--- src/rtl/lock_detector.sv ---
module lock_detector #(
  parameter int ACQ_THR   = 3,
  parameter int LOSE_THR  = 5,
  parameter int TIMEOUT   = 12,
  parameter int RUN_SHORT = 3,
  parameter int RUN_LONG  = 5
) (
  input  logic clk,
  input  logic rst_n,
  input  logic ref_edge,
  input  logic fb_edge,
  input  logic long_run,
  output logic locked
);
  localparam int CW = $clog2(TIMEOUT + 1);
  localparam int RW = $clog2(RUN_LONG + 1);

  logic          waiting, lead_ref;
  logic [CW-1:0] cnt;
  logic [RW-1:0] run, need;
  logic          trail, expired, done, good, bad;
  logic [CW-1:0] err;

  assign trail   = lead_ref ? fb_edge : ref_edge;
  assign expired = waiting && !trail && (cnt == CW'(TIMEOUT));
  assign done    = waiting ? (trail || expired) : (ref_edge && fb_edge);
  assign err     = waiting ? cnt : '0;
  assign good    = done && !expired && (int'(err) < ACQ_THR);
  assign bad     = done && (expired || int'(err) > LOSE_THR);
  assign need    = long_run ? RW'(RUN_LONG) : RW'(RUN_SHORT);

  always_ff @(posedge clk) begin
    if (!rst_n) begin
      waiting  <= 1'b0;
      lead_ref <= 1'b0;
      cnt      <= '0;
    end else if (!waiting) begin
      if (ref_edge ^ fb_edge) begin
        waiting  <= 1'b1;
        lead_ref <= ref_edge;
        cnt      <= CW'(1);
      end
    end else if (done) begin
      waiting <= 1'b0;
      cnt     <= '0;
    end else begin
      cnt <= cnt + 1'b1;
    end
  end

  always_ff @(posedge clk) begin
    if (!rst_n) begin
      locked <= 1'b0;
      run    <= '0;
    end else if (done) begin
      if (locked) begin
        if (bad) locked <= 1'b0;
        run <= '0;
      end else if (good) begin
        if (run + 1'b1 >= need) begin
          locked <= 1'b1;
          run    <= '0;
        end else begin
          run <= run + 1'b1;
        end
      end else begin
        run <= '0;
      end
    end
  end

  a_r2_r3_rise_needs_run: assert property (@(posedge clk) disable iff (!rst_n)
    $rose(locked) |-> ($past(good) && ($past(run) + 1 >= $past(need))));
  a_r4_r8_fall_needs_bad: assert property (@(posedge clk) disable iff (!rst_n)
    $fell(locked) |-> $past(bad));
  a_r5_hold_between: assert property (@(posedge clk) disable iff (!rst_n)
    (locked && done && !bad) |=> locked);
  a_r6_bad_cycle_clears_run: assert property (@(posedge clk) disable iff (!rst_n)
    (!locked && done && !good) |=> (run == '0 && !locked));
  a_r8_cnt_bounded: assert property (@(posedge clk) disable iff (!rst_n)
    int'(cnt) <= TIMEOUT);
  a_r9_run_bounded: assert property (@(posedge clk) disable iff (!rst_n)
    int'(run) < RUN_LONG);
  a_r1_quiet_no_change: assert property (@(posedge clk) disable iff (!rst_n)
    !done |=> $stable(locked));
endmodule

--- config.mk ---
export PLATFORM = sky130hd
export DESIGN_NAME = lock_detector
export DESIGN_NICKNAME = d
export VERILOG_FILES = /design/src/rtl/lock_detector.sv
export SDC_FILE = /design/constraint.sdc
export NUM_CORES = 1
export LEC_CHECK = 0
export CORE_UTILIZATION = 45
export DETAILED_ROUTE_END_ITERATION = 8
export PLACE_DENSITY = 0.63
export SYNTH_ARGS = -nofsm -noshare
export SYNTH_HDL_FRONTEND = slang
export SYNTH_SLANG_ARGS = --single-unit
--- constraint.sdc ---
create_clock -name clk -period 3.6 [get_ports clk]
set_input_delay 0.54 -clock clk [delete_from_list [all_inputs] [get_ports clk]]
set_output_delay 0.54 -clock clk [all_outputs]
set_load 0.02 [all_outputs]
==> impl_metrics.yaml, run 1 <==
finish:
  drive_above_1_share_pct: 13.0
  final_cells: 92
  num_antenna_cells: 0
  finalInstanceArea_um2: 723
  finalNetCount: 90
  syn2layout_area_growth_pct: 12.2
  utilization_pct: 54.9
worst_setup_path:
  end_kind: "register"
  cp_num_buf_inv: 2
  rr_worst_depth: 7
  worstSetupPathType: "input pin to register"
  crit_slowest_cell: "clkdlybuf4s50_1"
  cp.required_ns: 3.79
  crit_arrival_ns: 2.03
  crit_cells: 7
  cp_cell_sequence: "clkdlybuf4s50_1 > inv_1 > ha_1 > a21oi_1 > and2_1 > nand4b_1 > o211ai_1"
  r2r-end: "run[2]"
  cp_max_fo: 4
  critical_path.top_delay_family: "buffers and inverters"
  cp-start-kind: "input pin"
  r2r_start: "run[0]"
  ff2ff_setup_slack_ns: 1.82
  slowest_delay_ns: 0.48
synth:
  yosysSeqAreaShare_pct: 31.1
  syn_inst: 71
  synth_area_per_cell_um2: 9.08
  syn_area_um2: 644
  synth-edff-count: 0
  synthFlopType: "dfxtp_1"
  ys_types: 33
  ys_warn_count: 0
  async_reset_ff_share_pct: 0
  syn_nets: 82
  yosys_register_bits: 10
hold_path:
  hold_end: "run[1]"
  min-delay-start: "run[1]"
  min_path_type: "register to register"
  whs_path_depth: 2
detailed_routing:
  wl_per_cell_um: 13.1
  firstDrtPassIters: 3
  drt_iter0_markers: 13
  ant_nets: 0
  vias: 528
  wirelength_mm: 1.20
  route.detailed.drc: 0
  via_per_inst: 5.74
grt:
  grt-ovfl-total: 0
  antenna_found_initial: 0
  grt_pass1_wl_mm: 1.85
  grt_use_total_pct: 19.2
  grt_max_degree: 13
  grt_pass1_vias: 437
cts:
  tritoncts: "done"
  clock_latency_ns: 0.27
  clockBufferDepth: 2
  cts_made_buffers: 3
  holdBufCountCts: 0
  clock_tree.htree_level_count: 1
  postCtsSetupRepairBufs: 0
  ctsResizeCount: 0
  clock_sinks: 10
  clk_transition_reported_paths_ns: 0.06
  cts_root_buffer: "clkbuf_4"
sta:
  holdWs_ns: 0.499
  clock_skew_ns: 0.0105
  fin_tns_setup_ns: 0
  period_minus_slack_ns: 1.84
  rsz0062_at_grt: "false"
  slew_headroom_pct: 71.3
  finalCritPeriodShare_pct: 51.1
  worst_pin_slew_ns: 0.426
  setup_slack_ns: 1.76
  clock.fmax_mhz: 544
  setup_viol_count_final: 0
  finalHoldViolCount: 0
  drv_slew: 0
placed_design:
  placed_cell_area_um2: 701
  gp_congestion: 0.663
  place_inst: 89
  io_buffer_count: 5
  detailedPlace.worstSlack_ns: 1.48
  dp_hpwl_um: 880
floorplan:
  start_util_pct: 48.9
  dieArea_mm2: 0.00159
  ios: 6
  die_y_um: 39.8
  rows: 13
  die_x_um: 39.8
  core_region_area_mm2: 0.00132
pwr:
  vdd_drop_max_mv: 0.222
  pwr-share-comb_pct: 23.1
  power.clock.fraction_pct: 27.9
  power_mw: 0.264
  p_sw_mw: 0.0778
  seqPwrFrac_pct: 49.0
  p_per_area_mw_per_mm2: 365
  switching_share_pct: 29.5
  p_int_mw: 0.186
  p_leak_nw: 0.295
run:
  cap_violations: 0
outcome:
  status: "completed"
-- routing by layer --
layer | GRT usage, % | share of wire, %
met1 | 22.3 | 52
met2 | 26.6 | 43
met3 | 10.2 | 3.9
met4 | 12.9 | 1.6
met5 | 0 | 0
-- final cells by class --
cell class / instances / area, um2
tap: 15 / 18.8
timing repair buffer: 5 / 50.0
inverter: 6 / 22.5
clock buffer: 3 / 22.5
fill: 128 / 594
sequential: 10 / 200
multi-input combinational: 53 / 409
-- cell families (layout without fill, tap and decap cells) --
group,count (synthesis),after routing,share of synthesized area [%]
buf+inv,8,14,5.44
simple gates,27,27,23.5
flops,10,10,31.1
xor+xnor,1,1,1.36
compound gates,17,17,23.3
mux,2,2,3.69
fa+ha+maj,6,6,11.7
-- worst reg2reg max path, delay by kind of cell, from the launching register on --
family                     cells  cell delay (ns)
DFF                            1             0.39
xor gates and xnor gates       1             0.17
and+or+nand+nor                2             0.34
adders and majority gates      2             0.49
AOI/OAI and AO/OA              2             0.32
-- Yosys cell counts, types with 2 or more instances --
master | count | area (um2)
nor2b_1 | 2 | 12.5
ha_1 | 6 | 75.1
nand3_1 | 8 | 40.0
nand2_1 | 2 | 7.51
a31oi_1 | 2 | 12.5
inv_1 | 6 | 22.5
nand4_1 | 3 | 18.8
nor2_1 | 5 | 18.8
a21oi_1 | 4 | 20.0
dfxtp_1 | 10 | 200
-- registers in the layout (all words and copies together) (netlist names) --
| register | cells |
|---|---|
| cnt | 4 |
| lead_ref | 1 |
| locked | 1 |
| run | 3 |
| waiting | 1 |
-- layout by cell type (no fill, tap or decap), drive strengths merged --
cell	n
dfxtp	10
nand2b	2
a31o	1
o211ai	1
mux2i	2
nor2b	2
nor2	5
inv	6
a31oi	2
clkbuf	3
nor3	1
xor2	1
a211o	1
o22a	1
or3	1
o32ai	1
clkdlybuf4s50	5
nand4	3
o311ai	1
nand2	2
o41ai	1
nand4b	1
a21oi	5
nand3b	1
o221a	1
and2	1
o21ai	1
o211a	1
ha	6
nand3	8
-- power by group through the flow --
stage	logic [mW]	clock network [mW]	registers (mW)
floorplan	0.0485	0	0.128
global placement	0.0606	0	0.132
detailed placement	0.0608	0	0.132
CTS	0.0614	0.0775	0.129
global route	0.0675	0.0848	0.131
finish	0.0609	0.0736	0.129
-- worst max path at each step --
stage                        start     end  slack, ns
final                     long_run  run[2]       1.76
after global routing        run[0]  run[2]       1.61
after CTS                    rst_n  cnt[3]       1.76
after detailed placement     rst_n  cnt[3]       1.48
after global placement       rst_n  cnt[3]       1.50
after floorplan             run[0]  run[2]       1.99
No activity file was read; power rests on OpenSTA's default activity.
==> inputs of run 2 (changes only) <==
Settings changed: PLACE_DENSITY 0.63 to 0.66.
Clock period 3.6 ns to 1.6 ns, I/O delays scaled along.
==> run 2 against run 1 <==
Combinational power rose to 3.2 times the previous value. Die area did not move. Sequential share of layout area fell by 3.6 points. Worst setup slack got worse by 1.7 ns. Non-clock buffer count rose by 12. Register-to-register slack got worse by 1.8 ns. Clock power rose to 3.3 times the previous value. Critical endpoint unchanged. Largest cell class unchanged. Largest power group unchanged. Highest routed layer unchanged.
==> impl_metrics.yaml, run 2 (same netlist as run 1, synthesis figures left out) <==
floorplan:
  rows: 13
  die_x_um: 39.8
  die_y_um: 39.8
  dieArea_mm2: 0.00159
  start_util_pct: 48.9
  ios: 6
  core_region_area_mm2: 0.00132
finish:
  top_register: "cnt"
  num_antenna_cells: 0
  final_common_cell: "buf_4"
  multiInputGateArea_um2: 428
  fillers: 106
  ff_latch_area_um2: 205
  layout_common_cells: "buf_4, nand3_1, inv_1, dfxtp_1"
  syn2layout_area_growth_pct: 32.4
  finalNetCount: 102
  drive_above_1_share_pct: 33.3
  final_cells: 105
  utilization_pct: 64.8
  finalInstanceArea_um2: 853
  largest_reg_flops: 4
  top_regs: "cnt x4, run x3"
placed_design:
  placed_cell_area_um2: 793
  dp_hpwl_mm: 1.04
  detailedPlace.worstSlack_ns: -0.165
  io_buffer_count: 5
  gp_congestion: 0.767
  place_inst: 101
sta:
  setup_slack_ns: 0.0164
  period_minus_slack_ns: 1.58
  drv_slew: 0
  rsz0062_at_grt: "true"
  clock_skew_ns: 0.00788
  slew_headroom_pct: 75.6
  clock.fmax_mhz: 631
  finalCritPeriodShare_pct: 99.0
  worst_pin_slew_ns: 0.361
  setup_viol_count_final: 0
  finalHoldViolCount: 0
worst_setup_path:
  setup.worst_path.start: "run[1]"
  crit_cells: 7
  ff2ff_setup_slack_ns: 0.02
  rr_worst_depth: 7
  cp-start-kind: "register"
  crit_end: "run[2]"
  cp.required_ns: 1.80
  slowest_delay_ns: 0.34
  cp_cell_sequence: "ha_4 > xor2_1 > ha_1 > a21oi_2 > and2_4 > nand4b_1 > o211ai_1"
  worstSetupPathType: "register to register"
  crit_slowest_cell: "dfxtp_2"
  r2r-end: "run[2]"
  cp_num_buf_inv: 0
  critical_path.top_delay_family: "adder cells"
  r2r_start: "run[1]"
  end_kind: "register"
  cp_max_fo: 4
  crit_arrival_ns: 1.79
cts:
  holdBufCountCts: 0
  cts_root_buffer: "clkbuf_4"
  clock_sinks: 10
  clock_tree.htree_level_count: 1
  clock_latency_ns: 0.28
  tritoncts: "done"
  clk_transition_reported_paths_ns: 0.07
  clockBufferDepth: 2
  cts_made_buffers: 3
grt:
  grt-ovfl-total: 0
  grt_pass1_wl_mm: 2.33
  grt_use_total_pct: 22.9
  grt_max_degree: 10
  antenna_found_initial: 0
  grt_pass1_vias: 547
hold_path:
  min_path_type: "register to register"
detailed_routing:
  wirelength_mm: 1.40
  vias: 605
  via_per_inst: 5.76
  drt_iter0_markers: 18
  ant_nets: 0
  wl_per_cell_um: 13.3
  route.detailed.drc: 0
  firstDrtPassIters: 4
outcome:
  status: "completed"
pwr:
  vdd_drop_max_mv: 0.558
  p_leak_nw: 0.380
  p_per_area_mw_per_mm2: 847
  power_mw: 0.723
run:
  cap_violations: 0
## run 2: timing repair
action                                  CTS  global route
endpoints found under the setup margin    3             6
setup buffers                             0             0
pin swaps                                 5             4
resized for setup                         5             3
## run 2: cell type report
class | instances | area share (%)
clock buffer | 4 | 4.25
inverter | 6 | 2.64
multi-input combinational | 53 | 50.1
sequential | 10 | 24.0
tap | 15 | 2.20
timing repair buffer | 17 | 16.7
## run 2: worst min path at each step
stage | from | end | slack, ns | cells past startpoint
after detailed placement | run[1] | run[1] | 0.48 | 2
after global placement | run[1] | run[1] | 0.46 | 2
after CTS | run[1] | run[1] | 0.50 | 2
final | run[1] | run[1] | 0.51 | 2
after global routing | run[1] | run[1] | 0.53 | 2
after floorplan | ref_edge | lead_ref | 0.39 | 2
## run 2: power breakdown
part / total [mW] / leakage, nW / internal, mW / switching, mW
combinational: 0.193 / 0.276 / 0.105 / 0.0884
sequential: 0.288 / 0.0832 / 0.268 / 0.0205
clock: 0.241 / 0.0210 / 0.139 / 0.103
total: 0.723 / 0.380 / 0.511 / 0.212
## run 2: worst reg2reg max path, cell delays in order (launching register included)
cell and delay, ns:
dfxtp_2 0.34, ha_4 0.16, xor2_1 0.14, ha_1 0.31, a21oi_2 0.16, and2_4 0.18
nand4b_1 0.09, o211ai_1 0.15
## run 2: metal layers
metal,wire [um],GRT usage [%],up-vias
met4,29,10.3,0
met1,664,29.8,279
li1,-,-,308
met2,653,35.2,12
met3,54,5.11,6
met5,0,0,-
## run 2: per-stage QoR
| step | hold WS (ns) | setup TNS [ns] |
|---|---|---|
| 2_1_floorplan | 0.387 | 0 |
| 4_1_cts | 0.505 | -0.0185 |
| 3_3_place_gp | 0.461 | -0.419 |
| 5_1_grt | 0.528 | -0.0902 |
| 3_5_place_dp | 0.478 | -0.654 |
| 6_report | 0.509 | 0 |
==> inputs of run 3 (changes only) <==
Settings changed: CORE_MARGIN from default to 3, SLEW_MARGIN from default to 20.
==> run 3 against run 2 <==
Worst setup slack worse by 0.0092 ns. First-iteration DRC count down 17%. Routed wire length up 4.3%. Non-clock buffer count unchanged. Critical path depth unchanged. Combinational power about the same. Die area up 21%.
==> impl_metrics.yaml, run 3 (same netlist as run 1, synthesis figures left out) <==
outcome:
  status: "completed"
hold_path:
  whs_path_depth: 2
  min_path_type: "register to register"
finish:
  largest_reg_flops: 4
  top_register: "cnt"
  final_cells: 104
  drive_above_1_share_pct: 32.6
  syn2layout_area_growth_pct: 29.9
  top_regs: "cnt x4, run x3"
  multiInputGateArea_um2: 428
  layout_common_cells: "buf_4, nand3_1, inv_1, dfxtp_1"
  utilization_pct: 63.5
  final_common_cell: "buf_4"
  fillers: 114
  finalNetCount: 102
  ff_latch_area_um2: 205
  num_antenna_cells: 0
pwr:
  p_per_area_mw_per_mm2: 782
  vdd_drop_max_mv: 0.503
  p_leak_nw: 0.355
worst_setup_path:
  rr_worst_depth: 7
  cp-start-kind: "register"
  crit_arrival_ns: 1.79
  worstSetupPathType: "register to register"
  end_kind: "register"
  cp.required_ns: 1.79
  cp_max_fo: 4
placed_design:
  detailedPlace.worstSlack_ns: -0.172
  io_buffer_count: 5
  dp_hpwl_mm: 1.05
  gp_congestion: 0.765
  place_inst: 101
sta:
  finalHoldViolCount: 0
  drv_slew: 0
  worst_pin_slew_ns: 0.346
  slew_headroom_pct: 76.6
  clock.fmax_mhz: 628
  setup_viol_count_final: 0
  holdWs_ns: 0.488
  period_minus_slack_ns: 1.59
  setup_slack_ns: 0.00719
  finalCritPeriodShare_pct: 99.6
  rsz0062_at_grt: "true"
  clock_skew_ns: 0.00124
floorplan:
  rows: 13
  core_region_area_mm2: 0.00132
  start_util_pct: 48.9
  ios: 6
  dieArea_mm2: 0.00192
  die_x_um: 43.8
  die_y_um: 43.8
cts:
  postCtsSetupRepairBufs: 0
  tritoncts: "done"
  holdBufCountCts: 0
  clockBufferDepth: 2
  clock_latency_ns: 0.27
  clock_tree.htree_level_count: 1
  cts_root_buffer: "clkbuf_4"
  clock_sinks: 10
  clk_transition_reported_paths_ns: 0.06
  cts_made_buffers: 3
grt:
  grt_pass1_wl_mm: 2.57
  grt_pass1_vias: 608
  grt-ovfl-total: 0
  antenna_found_initial: 0
  grt_max_degree: 10
  grt_use_total_pct: 18.5
detailed_routing:
  firstDrtPassIters: 5
  ant_nets: 0
  via_per_inst: 5.91
  drt_iter0_markers: 15
  wl_per_cell_um: 14.0
  vias: 615
  route.detailed.drc: 0
  wirelength_mm: 1.46
run:
  cap_violations: 0
run 3: worst paths after layout:
kind                             start  endpoint  slack [ns]
worst max register to register  run[1]    run[2]       0.007
worst min-delay path            run[1]    run[1]        0.49
worst max-delay path            run[1]    run[2]       0.007
worst min register to register  run[1]    run[1]        0.49
run 3: final cells by class:
type / instances / area share, %
clock buffer: 3 / 2.69
inverter: 6 / 2.69
multi-input combinational: 53 / 51.1
sequential: 10 / 24.5
tap: 15 / 2.24
timing repair buffer: 17 / 16.7
run 3: stage by stage:
| stage | total power [mW] | TNS [ns] | instance area [um2] |
|---|---|---|---|
| 6_report | 0.655 | 0 | 837 |
| 5_1_grt | 0.702 | -0.0817 | 837 |
| 4_1_cts | 0.653 | -0.0289 | 835 |
| 3_5_place_dp | 0.476 | -0.634 | 793 |
| 3_3_place_gp | 0.472 | -0.477 | 793 |
| 2_1_floorplan | 0.402 | 0 | 647 |
run 3: critical path, stage by stage (launching register included):
cell      delay (ns)
dfxtp_2         0.33
ha_4            0.16
xor2_1          0.14
ha_1            0.31
a21oi_2         0.16
and2_4          0.17
nand4b_1        0.09
o211ai_1        0.16
run 3: what timing repair did:
action	4_1_cts	5_1_grt
hold endpoints to repair	0	0
pin swaps	5	5
endpoints found under the setup margin	3	5
resized for setup	5	3
gates cloned	0	0
run 3: metal layers:
| layer | vias up | GRT usage, % | share of wire [%] |
|---|---|---|---|
| met2 | 26 | 28.2 | 45 |
| met4 | 0 | 9.04 | 3.5 |
| li1 | 302 | - | - |
| met3 | 10 | 7.88 | 7.5 |
| met5 | - | 0 | 0 |
| met1 | 277 | 22.2 | 44 |
run 3: power breakdown:
group / internal [mW] / switching (mW) / total (mW)
registers: 0.268 / 0.0208 / 0.289
clock network: 0.0868 / 0.0831 / 0.170
logic: 0.106 / 0.0899 / 0.196
